## src/rtl/grp_scan_seq.sv

```systemverilog
module grp_scan_seq #(
  parameter int NPART      = 6,
  parameter int LEN_W      = 8,
  parameter int RATES      = 4,
  parameter int CAP_PULSES = 2
) (
  input  logic                          clk,
  input  logic                          rst_n,
  input  logic                          start_i,
  input  logic [3*LEN_W-1:0]            grp_len_i,
  input  logic [2*NPART-1:0]            part_grp_i,
  input  logic [$clog2(RATES)*NPART-1:0] part_rate_i,
  output logic [1:0]                    grp_code_o,
  output logic [2:0]                    grp_gate_o,
  output logic                          scan_en_o,
  output logic [NPART-1:0]              shift_pulse_o,
  output logic [NPART-1:0]              cap_pulse_o,
  output logic [1:0]                    tam_sel_o,
  output logic                          busy_o,
  output logic                          done_o
);
  localparam int RW = $clog2(RATES);
  localparam int PW = LEN_W + RATES - 1;
  localparam int CW = $clog2(CAP_PULSES + 1);

  typedef enum logic [1:0] {S_IDLE, S_SHIFT, S_CAP} st_t;
  st_t st_q;
  logic [1:0]    code_q;
  logic [PW-1:0] ph_q;
  logic [CW-1:0] cap_q;
  logic          done_q;

  logic [LEN_W-1:0] len_a [4];
  logic [1:0]       first_g, after_g;
  logic [RW-1:0]    kmax;
  logic [PW-1:0]    ph_last;

  always_comb begin
    len_a[0] = '0;
    for (int g = 1; g <= 3; g++) len_a[g] = grp_len_i[(g-1)*LEN_W +: LEN_W];
    first_g = 2'd0;
    after_g = 2'd0;
    for (int g = 3; g >= 1; g--) begin
      if (len_a[g] != '0) first_g = 2'(g);
      if (len_a[g] != '0 && 2'(g) > code_q) after_g = 2'(g);
    end
    kmax = '0;
    for (int p = 0; p < NPART; p++)
      if (part_grp_i[2*p +: 2] == code_q && part_rate_i[RW*p +: RW] > kmax)
        kmax = part_rate_i[RW*p +: RW];
    ph_last = (PW'(len_a[code_q]) << kmax) - PW'(1);
  end

  always_ff @(posedge clk or negedge rst_n) begin
    if (!rst_n) begin
      st_q   <= S_IDLE;
      code_q <= 2'd0;
      ph_q   <= '0;
      cap_q  <= '0;
      done_q <= 1'b0;
    end else begin
      case (st_q)
        S_IDLE: if (start_i) begin
          done_q <= 1'b0;
          ph_q   <= '0;
          cap_q  <= '0;
          if (first_g != 2'd0) begin
            st_q   <= S_SHIFT;
            code_q <= first_g;
          end else st_q <= S_CAP;
        end
        S_SHIFT: if (ph_q == ph_last) begin
          ph_q <= '0;
          if (after_g != 2'd0) code_q <= after_g;
          else begin
            st_q   <= S_CAP;
            code_q <= 2'd0;
            cap_q  <= '0;
          end
        end else ph_q <= ph_q + PW'(1);
        S_CAP: if (cap_q == CW'(CAP_PULSES - 1)) begin
          st_q   <= S_IDLE;
          done_q <= 1'b1;
        end else cap_q <= cap_q + CW'(1);
        default: st_q <= S_IDLE;
      endcase
    end
  end

  assign grp_code_o = code_q;
  assign tam_sel_o  = code_q;
  assign scan_en_o  = (st_q == S_SHIFT);
  assign busy_o     = (st_q != S_IDLE);
  assign done_o     = done_q;

  for (genvar g = 0; g < 3; g++) begin : g_gate
    assign grp_gate_o[g] = (code_q == 2'(g + 1));
  end

  for (genvar p = 0; p < NPART; p++) begin : g_part
    logic [PW-1:0] mask;
    assign mask = (PW'(1) << part_rate_i[RW*p +: RW]) - PW'(1);
    assign shift_pulse_o[p] = scan_en_o && part_grp_i[2*p +: 2] == code_q
                              && (ph_q & mask) == '0;
    assign cap_pulse_o[p]   = (st_q == S_CAP) && part_grp_i[2*p +: 2] != 2'd0;
  end

  assert_gate_onehot_R3: assert property (@(posedge clk) disable iff (!rst_n)
    $onehot0(grp_gate_o));
  assert_shift_gated_R3: assert property (@(posedge clk) disable iff (!rst_n)
    (|shift_pulse_o) |-> (scan_en_o && grp_gate_o != 3'b000));
  assert_cap_no_scan_R6: assert property (@(posedge clk) disable iff (!rst_n)
    (|cap_pulse_o) |-> (!scan_en_o && grp_code_o == 2'd0));
  assert_group_order_R5: assert property (@(posedge clk) disable iff (!rst_n)
    (scan_en_o && $past(scan_en_o) && grp_code_o != $past(grp_code_o))
      |-> grp_code_o > $past(grp_code_o));
  assert_done_idle_R7: assert property (@(posedge clk) disable iff (!rst_n)
    $rose(done_o) |-> !busy_o);
  assert_start_ignored_R8: assert property (@(posedge clk) disable iff (!rst_n)
    (scan_en_o && start_i) |=> (busy_o && !done_o));
endmodule

```

## config.mk

```make
export PLATFORM = sky130hd
export DESIGN_NAME = grp_scan_seq
export DESIGN_NICKNAME = d
export VERILOG_FILES = /design/src/rtl/grp_scan_seq.sv
export SDC_FILE = /design/constraint.sdc
export NUM_CORES = 1
export LEC_CHECK = 0
export ABC_AREA = 1
export BUFFER_PORTS_ARGS = -buffer_cell sky130_fd_sc_hd__buf_2
export CAP_MARGIN = 20
export CELL_PAD_IN_SITES_DETAIL_PLACEMENT = 0
export CELL_PAD_IN_SITES_GLOBAL_PLACEMENT = 1
export CORE_ASPECT_RATIO = 0.5
export CORE_MARGIN = 10
export CORE_UTILIZATION = 41
export CTS_CLUSTER_SIZE = 28
export DETAILED_ROUTE_END_ITERATION = 10
export PLACE_DENSITY_LB_ADDON = 0.1
export SLEW_MARGIN = 30
export SYNTH_ARGS = -nofsm -noshare
export SYNTH_HDL_FRONTEND = slang
export SYNTH_SLANG_ARGS = --single-unit
```

## constraint.sdc

```tcl
create_clock -name clk -period 14.85 [get_ports clk]
set_input_delay 2.97 -clock clk [delete_from_list [all_inputs] [get_ports clk]]
set_output_delay 2.97 -clock clk [all_outputs]
set_load 0.01 [all_outputs]
```

# Word-level counts from Yosys, hierarchy flattened

Index checks and enable logic that the tools add are counted.

Bits in writable memories: 0
Output and inout port bits: 22
Memory bits (read-only): 0
Word-level logic and storage cells: 148
Register bits: 18
Latch bits: 0
Memories kept: 0
Input port bits: 51

Shift-type cells: 7
Bitwise operators: 7
Add/subtract/negate cells: 9
Multiply operators: 0
Order comparisons: 10
Eq/ne operators: 19
Muxes and demuxes: 37
Div/mod/pow operators: 0
Reductions and logical operators: 54

Operator list:

| cell                  | count |
|---|---|
| $and 11x11->11        | 6 |
| $logic_not 11->1      | 6 |
| $shl 1x2->11 const A  | 6 |
| $sub 11x2->11 const B | 6 |
| $mux 2                | 25 |
| $logic_and 1x1->1     | 27 |
| $reduce_bool 8->1     | 3 |
| $mux 11               | 2 |
| $pmux 11 s2           | 1 |
| $reduce_bool 2->1     | 11 |
| $bmux 8 s2            | 1 |
| $mux 8                | 2 |
| $eq 2x2->1            | 6 |
| $pmux 2 s3            | 2 |
| $add 11x1->11 const B | 1 |
| $eq 11x11->1          | 1 |
| $shl 8x2->11          | 1 |
| $sub 11x1->11 const B | 1 |
| $gt 2x2->1            | 5 |
| $ne 2x2->1 const B    | 5 |
| $reduce_and 4->1      | 2 |
| $eq 2x1->1 const B    | 3 |
| $eq 2x2->1 const B    | 3 |
| $reduce_and 5->1      | 1 |
| 14 further kinds      | 16 |

# Depth between registers and ports, before layout

Gate-level depths: netlist (run 1).

Word-level depth: 23
Depth in mapped cells: 58
Mapped depth without buffers: 58

# Least setup slack after synthesis (run 1)

OpenSTA, ideal clock, no wires.

Path kind: input -> register
Start point: input part_grp_i[0]
End point: register ph_q[4]
Cell stages on the path: 51
Library setup time: 0.132 ns
Data required time: 14.718 ns
Arrival time: 9.052 ns
Buffers on the path: 0
Setup slack: 5.666 ns
Path through: xnor2_1 -> nand2_1 -> nor2_2 -> ha_1 -> nand2_1 -> inv_1 -> a21oi_1 -> nand2_2 -> nand2_1 -> o21ai_2 -> ha_1 -> inv_1 -> a21oi_1 -> nor2_2 -> nand2_1 -> nand2_1 -> nand2_2 -> ha_1 -> (+15 left out) -> inv_1 -> nor3_2 -> inv_1 -> nand3_4 -> nand2_8 -> nor2_4 -> nand2_1 -> ha_1 -> xnor2_1 -> o21bai_1 -> a21oi_1 -> nand2_1 -> nor2_1 -> nand2_1 -> nor2_4 -> nand3_4 -> a21oi_4 -> a21oi_2

Cells in the longest elaborated chain, start to end: 23

Ends and longest elaborated chain:

| what                  | RTL line | RTL |
|---|---|---|
| from (decl)           | 11       | `input logic [2*NPART-1:0] part_grp_i,` |
| $eq 2x2->1 (*)        | 49       | `if (part_grp_i[2*p +: 2] == code_q && part_rate_i[RW*p +: RW] > kmax)` |
| $logic_and 1x1->1 (*) | 49       |  |
| $mux 2 (*)            | 49       |  |
| $gt 2x2->1            | 49       |  |
| $logic_and 1x1->1     | 49       |  |
| $mux 2 (*)            | 49       |  |
| $gt 2x2->1            | 49       |  |
| $logic_and 1x1->1     | 49       |  |
| (+7 left out)         | n/a      |  |
| $gt 2x2->1            | 49       |  |
| $logic_and 1x1->1     | 49       |  |
| $mux 2 (*)            | 49       |  |
| $shl 8x2->11 (*)      | 51       | `ph_last = (PW'(len_a[code_q]) << kmax) - PW'(1);` |
| $sub 11x1->11 (*)     | 51       |  |
| $eq 11x11->1 (*)      | 72       | `S_SHIFT: if (ph_q == ph_last) begin` |
| $mux 11 (*)           | 72       |  |
| $pmux 11 s2 (*)       | 62       | `case (st_q)` |
| to (signal assigned)  | 80       | `end else ph_q <= ph_q + PW'(1);` |
| to (decl)             | 29       | `logic [PW-1:0] ph_q;` |

Mark *: on every way between the ends. The rest lies on a longest branch, timed or not.
A chain may end at the register's enable or synchronous reset.

# Final worst setup path (run 1)

Start point: input part_grp_i[0]
End point: register ph_q[5]

Same word-level chain as after synthesis.

==> impl_metrics.tcl, run 1 <==
set metrics [dict create \
    synth_xor_area_share_pct 5.94 \
    via_per_inst 5.01 \
    maxCapViolCount 0 \
    dp_hpwl_um 8010 \
    yosys.area.top_type "nand2_1" \
    synth_warnings 0 \
    slew_violations 0 \
    gr-usage-all-layers_pct 15.3 \
    async_flop_share_pct 100 \
    synthTopCellsByCount "nand2_1, inv_1, nand3_1" \
    cp_num_buf_inv 5 \
    top_usage_layer "met2" \
    synthAdderAreaFrac_pct 6.02 \
    drt-total-wl_um 9480 \
    powerDensity_nw_per_um2 247 \
    drive_above_1_share_pct 25.6 \
    drtIter0Drc 157 \
    use_met3_pct 2.36 \
    clock.fmax_ghz 0.103 \
    grt_max_degree 19 \
    avgSynthCellArea_um2 6.19 \
    yosys.area_share.simple_pct 48.3 \
    finalClockSkew_ns 0.00241 \
    syn_nets 570 \
    ys_types 51 \
    ant_nets 0 \
    grt_pass1_vias 3074 \
    htreeDepth 1 \
    critical_path.max_fanout 9 \
    period_share_pct 65.5 \
    synth_top_area_share_pct 16.0 \
    syn_area_um2 3120 \
    peakVddDrop_mv 0.161 \
    cts.sink_count 18 \
    holdBufCountCts 0 \
    postCtsResizedCells 0 \
    rsz0062_at_grt "no" \
    antenna_found_initial 0 \
    port_buffers 72 \
    die_h_um 81.7 \
    max_stage_delay_ns 0.33 \
    vias 3363 \
    setup_viol 0 \
    die_w_um 143 \
    cp.arrival_ns 9.85 \
    period_minus_slack_ns 9.72 \
    cts_buffer_depth 2 \
    p_leak_nw 1.99 \
    fin_ws_ns 5.13 \
    place_ws_ns 4.90 \
    grt_use_met2_pct 25.3 \
    use_met1_pct 21.6 \
    rows 22 \
    synthFlopType "dfrtp_1" \
    crit_family "simple AND/OR/NAND/NOR gates" \
    placed_cells 667 \
    cts_buffers 3 \
    synth.most_common_cell "nand2_1" \
    cts_root_buffer "clkbuf_16" \
    instances_no_fill 671 \
    syn_to_final_growth_pct 17.1 \
    synthTopCellsByArea "nand2_1, dfrtp_1, inv_1" \
    synth.area.mux_share_pct 0 \
    relSlewSlack_pct 57.7 \
    worst_pin_slew_ns 0.618 \
    cts_tree "yes" \
    start_util_pct 42.4 \
    clk_pin_slew_ns 0.05 \
    clk_latency_ns 0.25 \
    cp.required_ns 14.98 \
    grt_overflow 0 \
    synth_edf_count 0 \
    critical_path_class "primary input to flip-flop" \
    nets 642 \
    critical-path-slowest-cell "ha_1" \
    cp_common_cell "nand2_1" \
    synthCells 504 \
    tns_ns 0 \
    crit_path_start_kind "primary input" \
    dr.pass1.iters 5 \
    ios 73 \
    gp_congestion 0.820 \
    critPathCaptureType "flip-flop" \
    core_area_um2 7350 \
    hold_ws_ns 0.481 \
    hold_violations 0 \
    post_drt_wl_per_cell_um 14.1 \
    drc_errors 0 \
    synth_compound_area_share_pct 14.0 \
    synth_seq_cells 18 \
    outcome "completed" \
    grt_pass1_wl_um 14900 \
    synth_top_family_by_area "simple AND/OR/NAND/NOR gates" \
    fp.dieArea_um2 11700 \
    n_antenna_cell 0 \
    synth-seq-area-share_pct 14.4 \
    post_cts_buffers 0 \
    hold_path_class "flip-flop to flip-flop" \
]
## per-stage QoR
stage | power [mW] | utilization (%) | area (µm²)
floorplan | 0.691 | - | 3120
global placement | 0.840 | 48.5 | 3560
detailed placement | 0.838 | 48.5 | 3560
CTS | 0.905 | 49.7 | 3650
global route | 1.01 | 49.7 | 3650
finish | 0.901 | 49.7 | 3650
## metal layers
metal | part of all wire [%] | vias to the layer above
met5 | 0 | -
met4 | 0.23 | 0
met3 | 6.1 | 2
met2 | 45 | 68
met1 | 49 | 1499
li1 | - | 1794
## worst register-to-register path: cells and delay by family, from the launching register on
kind                     cells  cell delay [ns]
adder cells (fa/ha/maj)      6             1.63
AO/OA/AOI/OAI                7             1.07
buffers and inverters        5             0.45
flip-flops                   1             0.69
XOR/XNOR                     1             0.14
AND/OR/NAND/NOR             35             3.49
## path summary, 6_finish.rpt
path	depth (start not counted)	slack (ns)	start	to
worst max-delay path	53	5.13	part_grp_i[0]	ph_q[5]
worst min-delay path	2	0.48	cap_q[1]	cap_q[1]
worst max register to register	54	7.24	grp_code_o[1]	ph_q[5]
worst min register to register	2	0.48	cap_q[1]	cap_q[1]
max in group asynchronous	1	11.89	rst_n	ph_q[5]
min in group asynchronous	1	2.66	rst_n	ph_q[6]
## cells in the final DEF, fill, tap and decap left out, types with 2 or more instances in the layout
cell       netlist  final
or2_2            4      4
nor2_4           5      5
nand3_4          2      2
nor2_2          12     12
nor2_1          38     38
nand3_2          8      8
a221oi_1         2      2
clkbuf_16        0      3
dfrtp_1         18     18
ha_1            15     15
xnor3_1          2      2
or2_1            2      2
buf_4            2      2
buf_2            2     72
a21oi_1          9      9
nand3b_1         2      2
nand4_1          9      9
a22oi_1          6      6
a21oi_2          6      6
o21ai_0         11     11
inv_1           73     73
nand3_1         54     54
a2111oi_0        4      4
nand2_1        133    133
o32ai_1          2      2
o21a_1           6      6
inv_2            7      7
nor4_1           4      4
xnor2_1          3      3
xor2_1          13     13
o22ai_1          2      2
nor3_1           9      9
nand2_2         18     18
o21ai_2          2      2
## where the power goes
group | switching (mW) | internal (mW) | total [mW]
Sequential | 0.0312 | 0.0632 | 0.0944
Combinational | 0.477 | 0.270 | 0.747
Clock | 0.0186 | 0.0410 | 0.0596
Total | 0.527 | 0.374 | 0.901
## registers in the layout, indices dropped and copies added (netlist names)
name	cells
st_q	2
done_o	1
cap_q	2
ph_q	11
grp_code_o	2
## cells by family after synthesis
| group | count (synthesis) |
|---|---|
| AO/OA/AOI/OAI | 60 |
| XOR/XNOR | 18 |
| adder cells (fa/ha/maj) | 15 |
| buffers and inverters | 88 |
| flip-flops | 18 |
| AND/OR/NAND/NOR | 305 |
## cell type report
type                            instances  area (µm²)
Clock buffer                            4        88.8
Fill cell                             805        3700
Inverter                               81         304
Multi-Input combinational cell        398        2310
Sequential cell                        18         450
Tap cell                               96         120
Timing Repair Buffer                   74         375
Power figures use the tool's default switching activity.
==> run 2, diff against run 1 <==
- CORE_UTILIZATION: 41 -> 38
- clock period: 14.85 -> 9.2 ns (I/O delays scaled with it)
==> run 2 against run 1 <==
  * Largest power group unchanged
  * Register-to-register slack got worse by 5.5 ns
  * Sequential power grew 50%
  * Clock power is 64% higher
  * Worst hold slack got worse by 0.0093 ns
  * Setup slack got worse by 4.4 ns
  * Highest routed layer unchanged
  * Sequential share of layout area shrank 0.11 points
  * Clock skew is 0.0013 ns higher
  * Cell count is 2.5% higher
==> impl_metrics.tcl, run 2 (same netlist as run 1, synthesis figures left out) <==
set metrics [dict create \
    syn_to_final_growth_pct 18.2 \
    critical-path-slowest-cell "ha_1" \
    top_usage_layer "met2" \
    die_h_um 84.1 \
    hold_violations 0 \
    drt-total-wl_um 9640 \
    n_antenna_cell 0 \
    p_leak_nw 2.00 \
    placed_cells 684 \
    fin_area_um2 3690 \
    grt_max_degree 19 \
    max_stage_delay_ns 0.32 \
    vias 3400 \
    core_area_um2 8000 \
    fillers 897 \
    seqCellArea_um2 450 \
    fp.dieArea_um2 12500 \
    worst_pin_slew_ns 0.619 \
    utilization_pct 46.1 \
    ant_nets 0 \
    place_ws_ns 0.429 \
    slew_violations 0 \
    critPathCaptureType "flip-flop" \
    grt_pass1_vias 3167 \
    start_util_pct 39.0 \
    cts_buffer_depth 2 \
    critical_path.max_fanout 9 \
    die_w_um 148 \
    top_register "ph_q" \
    drc_errors 0 \
    use_met1_pct 21.0 \
    multiInputGateArea_um2 2320 \
    tns_ns 0 \
    crit_path_start_kind "primary input" \
    dr.pass1.iters 5 \
    htreeDepth 1 \
    post_cts_buffers 0 \
    cp.required_ns 9.33 \
    postPlaceCellArea_um2 3590 \
    largest_reg_flops 11 \
    final_common_cell "nand2_1" \
    relSlewSlack_pct 57.7 \
    layout_common_cells "nand2_1, inv_1, buf_2, nand3_1, nor2_1" \
    nets 643 \
    period_share_pct 91.6 \
    clk_pin_slew_ns 0.06 \
    ios 73 \
    outcome "completed" \
    cts_root_buffer "clkbuf_16" \
    drtIter0Drc 200 \
    grt_pass1_wl_um 15700 \
    cts_tree "yes" \
    cp_common_cell "nand2_1" \
    powerDensity_nw_per_um2 397 \
    hold_ws_ns 0.472 \
    finalClockSkew_ns 0.00371 \
    cp.arrival_ns 8.56 \
    post_drt_wl_per_cell_um 14.0 \
    antenna_found_initial 0 \
    setup_viol 0 \
    rsz0062_at_grt "no" \
    grt_overflow 0 \
    cts_buffers 3 \
    instances_no_fill 688 \
    gp_congestion 0.879 \
    via_per_inst 4.94 \
    cts.sink_count 18 \
    dp_hpwl_um 8230 \
    maxCapViolCount 0 \
    use_met3_pct 2.16 \
    period_minus_slack_ns 8.43 \
    gr-usage-all-layers_pct 14.8 \
    clock.fmax_ghz 0.119 \
    grt_use_met2_pct 23.6 \
    peakVddDrop_mv 0.251 \
    fin_ws_ns 0.769 \
    p_total_mw 1.46 \
    critical_path_class "primary input to flip-flop" \
    port_buffers 72 \
    drive_above_1_share_pct 25.7 \
    clk_latency_ns 0.25 \
    hold_path_class "flip-flop to flip-flop" \
    rows 23 \
]
-- run 2: cell count changes in the layout (fill, tap and decap cells not counted) --
cell,before,now
nor3_2,1,0
nor3_4,0,1
buf_4,2,3
-- run 2: cell type report --
class / instances / share of cell area, %
Inverter: 81 / 8.25
Tap cell: 112 / 3.80
Sequential cell: 18 / 12.2
Clock buffer: 4 / 2.41
Multi-Input combinational cell: 398 / 62.9
Timing Repair Buffer: 75 / 10.4
-- run 2: critical path: cells and delay by family --
| family | cells | cell delay (ns) |
|---|---|---|
| xor+xnor | 2 | 0.32 |
| fa+ha+maj | 6 | 1.57 |
| simple gates | 33 | 3.32 |
| compound gates | 7 | 1.04 |
| buf+inv | 5 | 0.40 |
-- run 2: report_power, final --
group / leakage [nW] / switching, mW / internal (mW)
clock: 0.0442 / 0.0316 / 0.0662
sequential: 0.228 / 0.0396 / 0.102
combinational: 1.72 / 0.785 / 0.439
total: 2.00 / 0.857 / 0.608
-- run 2: worst paths after layout --
kind                          startpoint        to  slack (ns)  cells past startpoint
max                        part_grp_i[0]   ph_q[5]        0.77                     53
min                             cap_q[1]  cap_q[1]        0.47                      2
max reg2reg                grp_code_o[1]   ph_q[5]        1.70                     54
min reg2reg                     cap_q[1]  cap_q[1]        0.47                      2
max in group asynchronous          rst_n   ph_q[4]        7.38                      1
min in group asynchronous          rst_n   ph_q[9]        1.52                      1
-- run 2: layer usage --
layer / wire, µm / up-vias
li1: - / 1808
met1: 4950 / 1519
met2: 4220 / 71
met3: 447 / 2
met4: 12 / 0
met5: 0 / -
-- run 2: repair_timing --
action                     in CTS  in global routing
gates resized for setup         0                  1
hold buffers                    0                  0
setup endpoints to repair       0                 12
==> run 3, diff against run 2 <==
- ABC_AREA: 1 -> not set
- CORE_UTILIZATION: 38 -> 40
==> run 3 against run 2 <==
  * Combinational power up 32%
  * Cell count down 7.4%
  * Fmax down 6.5%
  * Register-to-register slack worse by 0.35 ns
  * Critical path type unchanged
  * Critical endpoint is now grp_code_o[1]
==> impl_metrics.tcl, run 3 <==
set metrics [dict create \
    setup_viol 0 \
    cts_tree "yes" \
    dr.pass1.iters 5 \
    rsz0062_at_grt "yes" \
    clk_pin_slew_ns 0.05 \
    fp.dieArea_um2 12100 \
    critical_path_class "primary input to flip-flop" \
    critPathCaptureType "flip-flop" \
    gp_congestion 0.881 \
    period_minus_slack_ns 9.01 \
    post_drt_wl_per_cell_um 16.7 \
    synth_top_area_share_pct 14.2 \
    holdBufCountCts 0 \
    grt_pass1_vias 3356 \
    cts_root_buffer "clkbuf_16" \
    synthFlopType "dfrtp_1" \
    htreeDepth 1 \
    avgSynthCellArea_um2 7.39 \
    synth.most_common_cell "nand2_1" \
    outcome "completed" \
    vias 3569 \
    crit_path_start_kind "primary input" \
    drive_above_1_share_pct 40.1 \
    ios 73 \
    cts_buffer_depth 2 \
    synth_seq_cells 18 \
    wl_met3_um 583 \
    grt_overflow 0 \
    critical_path.max_fanout 4 \
    gr-usage-all-layers_pct 15.9 \
    yosys.area.top_type "dfrtp_1" \
    synth-seq-area-share_pct 14.2 \
    crit_family "compound AO/OA/AOI/OAI gates" \
    dp_hpwl_um 8280 \
    cp_num_buf_inv 1 \
    n_antenna_cell 0 \
    cts_buffers 3 \
    period_share_pct 98.0 \
    worst_pin_slew_ns 0.864 \
    powerDensity_nw_per_um2 425 \
    final_common_cell "buf_2" \
    wl_met2_um 4810 \
    peakVddDrop_mv 0.168 \
    drc_errors 0 \
    hold_path_class "flip-flop to flip-flop" \
    critical-path-slowest-cell "nor4_4" \
    utilization_pct 58.6 \
    synthTopCellsByCount "nand2_1, nor2_1, nand3_1" \
    grt_pass1_wl_um 16800 \
    clock.fmax_ghz 0.111 \
    relSlewSlack_pct 42.4 \
    max_stage_delay_ns 0.35 \
    drtIter0Drc 225 \
    finalClockSkew_ns 0.00216 \
    die_w_um 146 \
    cp.arrival_ns 9.15 \
    maxCapViolCount 0 \
    port_buffers 72 \
    multiInputGateArea_um2 2920 \
    cts.sink_count 18 \
    syn_nets 494 \
    nets 596 \
    layout_common_cells "buf_2, nand2_1, buf_4, nor2_1, nand3_1" \
    synthCells 428 \
    ant_nets 0 \
    rows 22 \
    via_per_inst 5.60 \
    drt-total-wl_um 10600 \
    synth_edf_count 0 \
    clk_latency_ns 0.25 \
    largest_reg_flops 11 \
    grt_max_degree 27 \
    synthTopCellsByArea "dfrtp_1, nand2_1, ha_1" \
    start_util_pct 42.1 \
    core_area_um2 7510 \
    hold_violations 0 \
    ys_types 68 \
    top_register "ph_q" \
    cp.required_ns 9.34 \
    syn_area_um2 3160 \
    cp_common_cell "ha_4" \
    syn_to_final_growth_pct 39.1 \
    slew_violations 0 \
    drt-met1-wl_um 5200 \
    p_leak_nw 1.91 \
    p_total_mw 1.87 \
    antenna_found_initial 0 \
    async_flop_share_pct 100 \
    fillers 711 \
    seqCellArea_um2 450 \
    synth_warnings 0 \
    top_layer_used "met4" \
    die_h_um 82.9 \
]
==> run 3: per-layer routing <==
metal  up-vias  track usage (%)
met5         -                0
met4         0             2.36
met3         4             2.44
met2        93             24.6
met1      1685             22.8
li1       1787                -
==> run 3: kinds of logic after synthesis <==
logic type / share of synthesized area (%)
AOI/OAI and AO/OA: 29.5
xor gates and xnor gates: 9.89
DFF: 14.2
adders and majority gates: 5.93
muxes: 5.02
and+or+nand+nor: 29.8
buffers and inverters: 5.66
==> run 3: tightest hold or removal path, delay by kind of cell, from the launching register on <==
kind	cells	cell delay, ns
DFF	1	0.34
AOI/OAI and AO/OA	2	0.15
==> run 3: final cells by class <==
cell class                 count  share of cell area (%)
clock buffer                   4                    2.02
inverter                      15                    1.28
multi-input combinational    373                    66.4
sequential                    18                    10.2
tap                          108                    3.07
timing repair buffer         119                    17.0
==> run 3: worst paths after layout <==
kind / slack [ns] / endpoint / depth (start not counted) / start
min in group asynchronous: 1.51 / ph_q[5] / 1 / rst_n
worst min register to register: 0.52 / cap_q[1] / 2 / cap_q[1]
worst max register to register: 1.35 / grp_code_o[1] / 41 / grp_code_o[1]
worst max-delay path: 0.19 / grp_code_o[1] / 42 / part_grp_i[0]
max in group asynchronous: 7.39 / ph_q[6] / 1 / rst_n
worst min-delay path: 0.52 / cap_q[1] / 2 / cap_q[1]
==> run 3: per-stage QoR <==
| step | setup TNS [ns] | instance area [µm²] | instances | worst slack (ns) | hold WS, ns |
|---|---|---|---|---|---|
| 6_report | 0 | 4400 | 637 | 0.186 | 0.522 |
| 5_1_grt | -2.98 | 4400 | 637 | -0.242 | 0.554 |
| 4_1_cts | 0 | 4100 | 625 | 0.0744 | 0.497 |
| 3_5_place_dp | -3.93 | 4010 | 621 | -0.291 | 0.487 |
| 3_3_place_gp | -1.98 | 4010 | 621 | -0.178 | 0.477 |
| 2_1_floorplan | -1.35 | 3400 | 428 | -0.143 | 0.463 |
==> run 3: power by group <==
group | total (mW) | internal [mW] | switching (mW)
Combinational | 1.61 | 0.759 | 0.851
Sequential | 0.160 | 0.102 | 0.0584
Clock | 0.0970 | 0.0662 | 0.0308
Total | 1.87 | 0.927 | 0.941
==> run 3: repair_timing <==
action | 4_1_cts | 5_1_grt
gates cloned | 0 | 0
pin swaps | 1 | 38
endpoints found under the setup margin | 12 | 17
resized for setup | 1 | 41
buffers inserted | 0 | 13
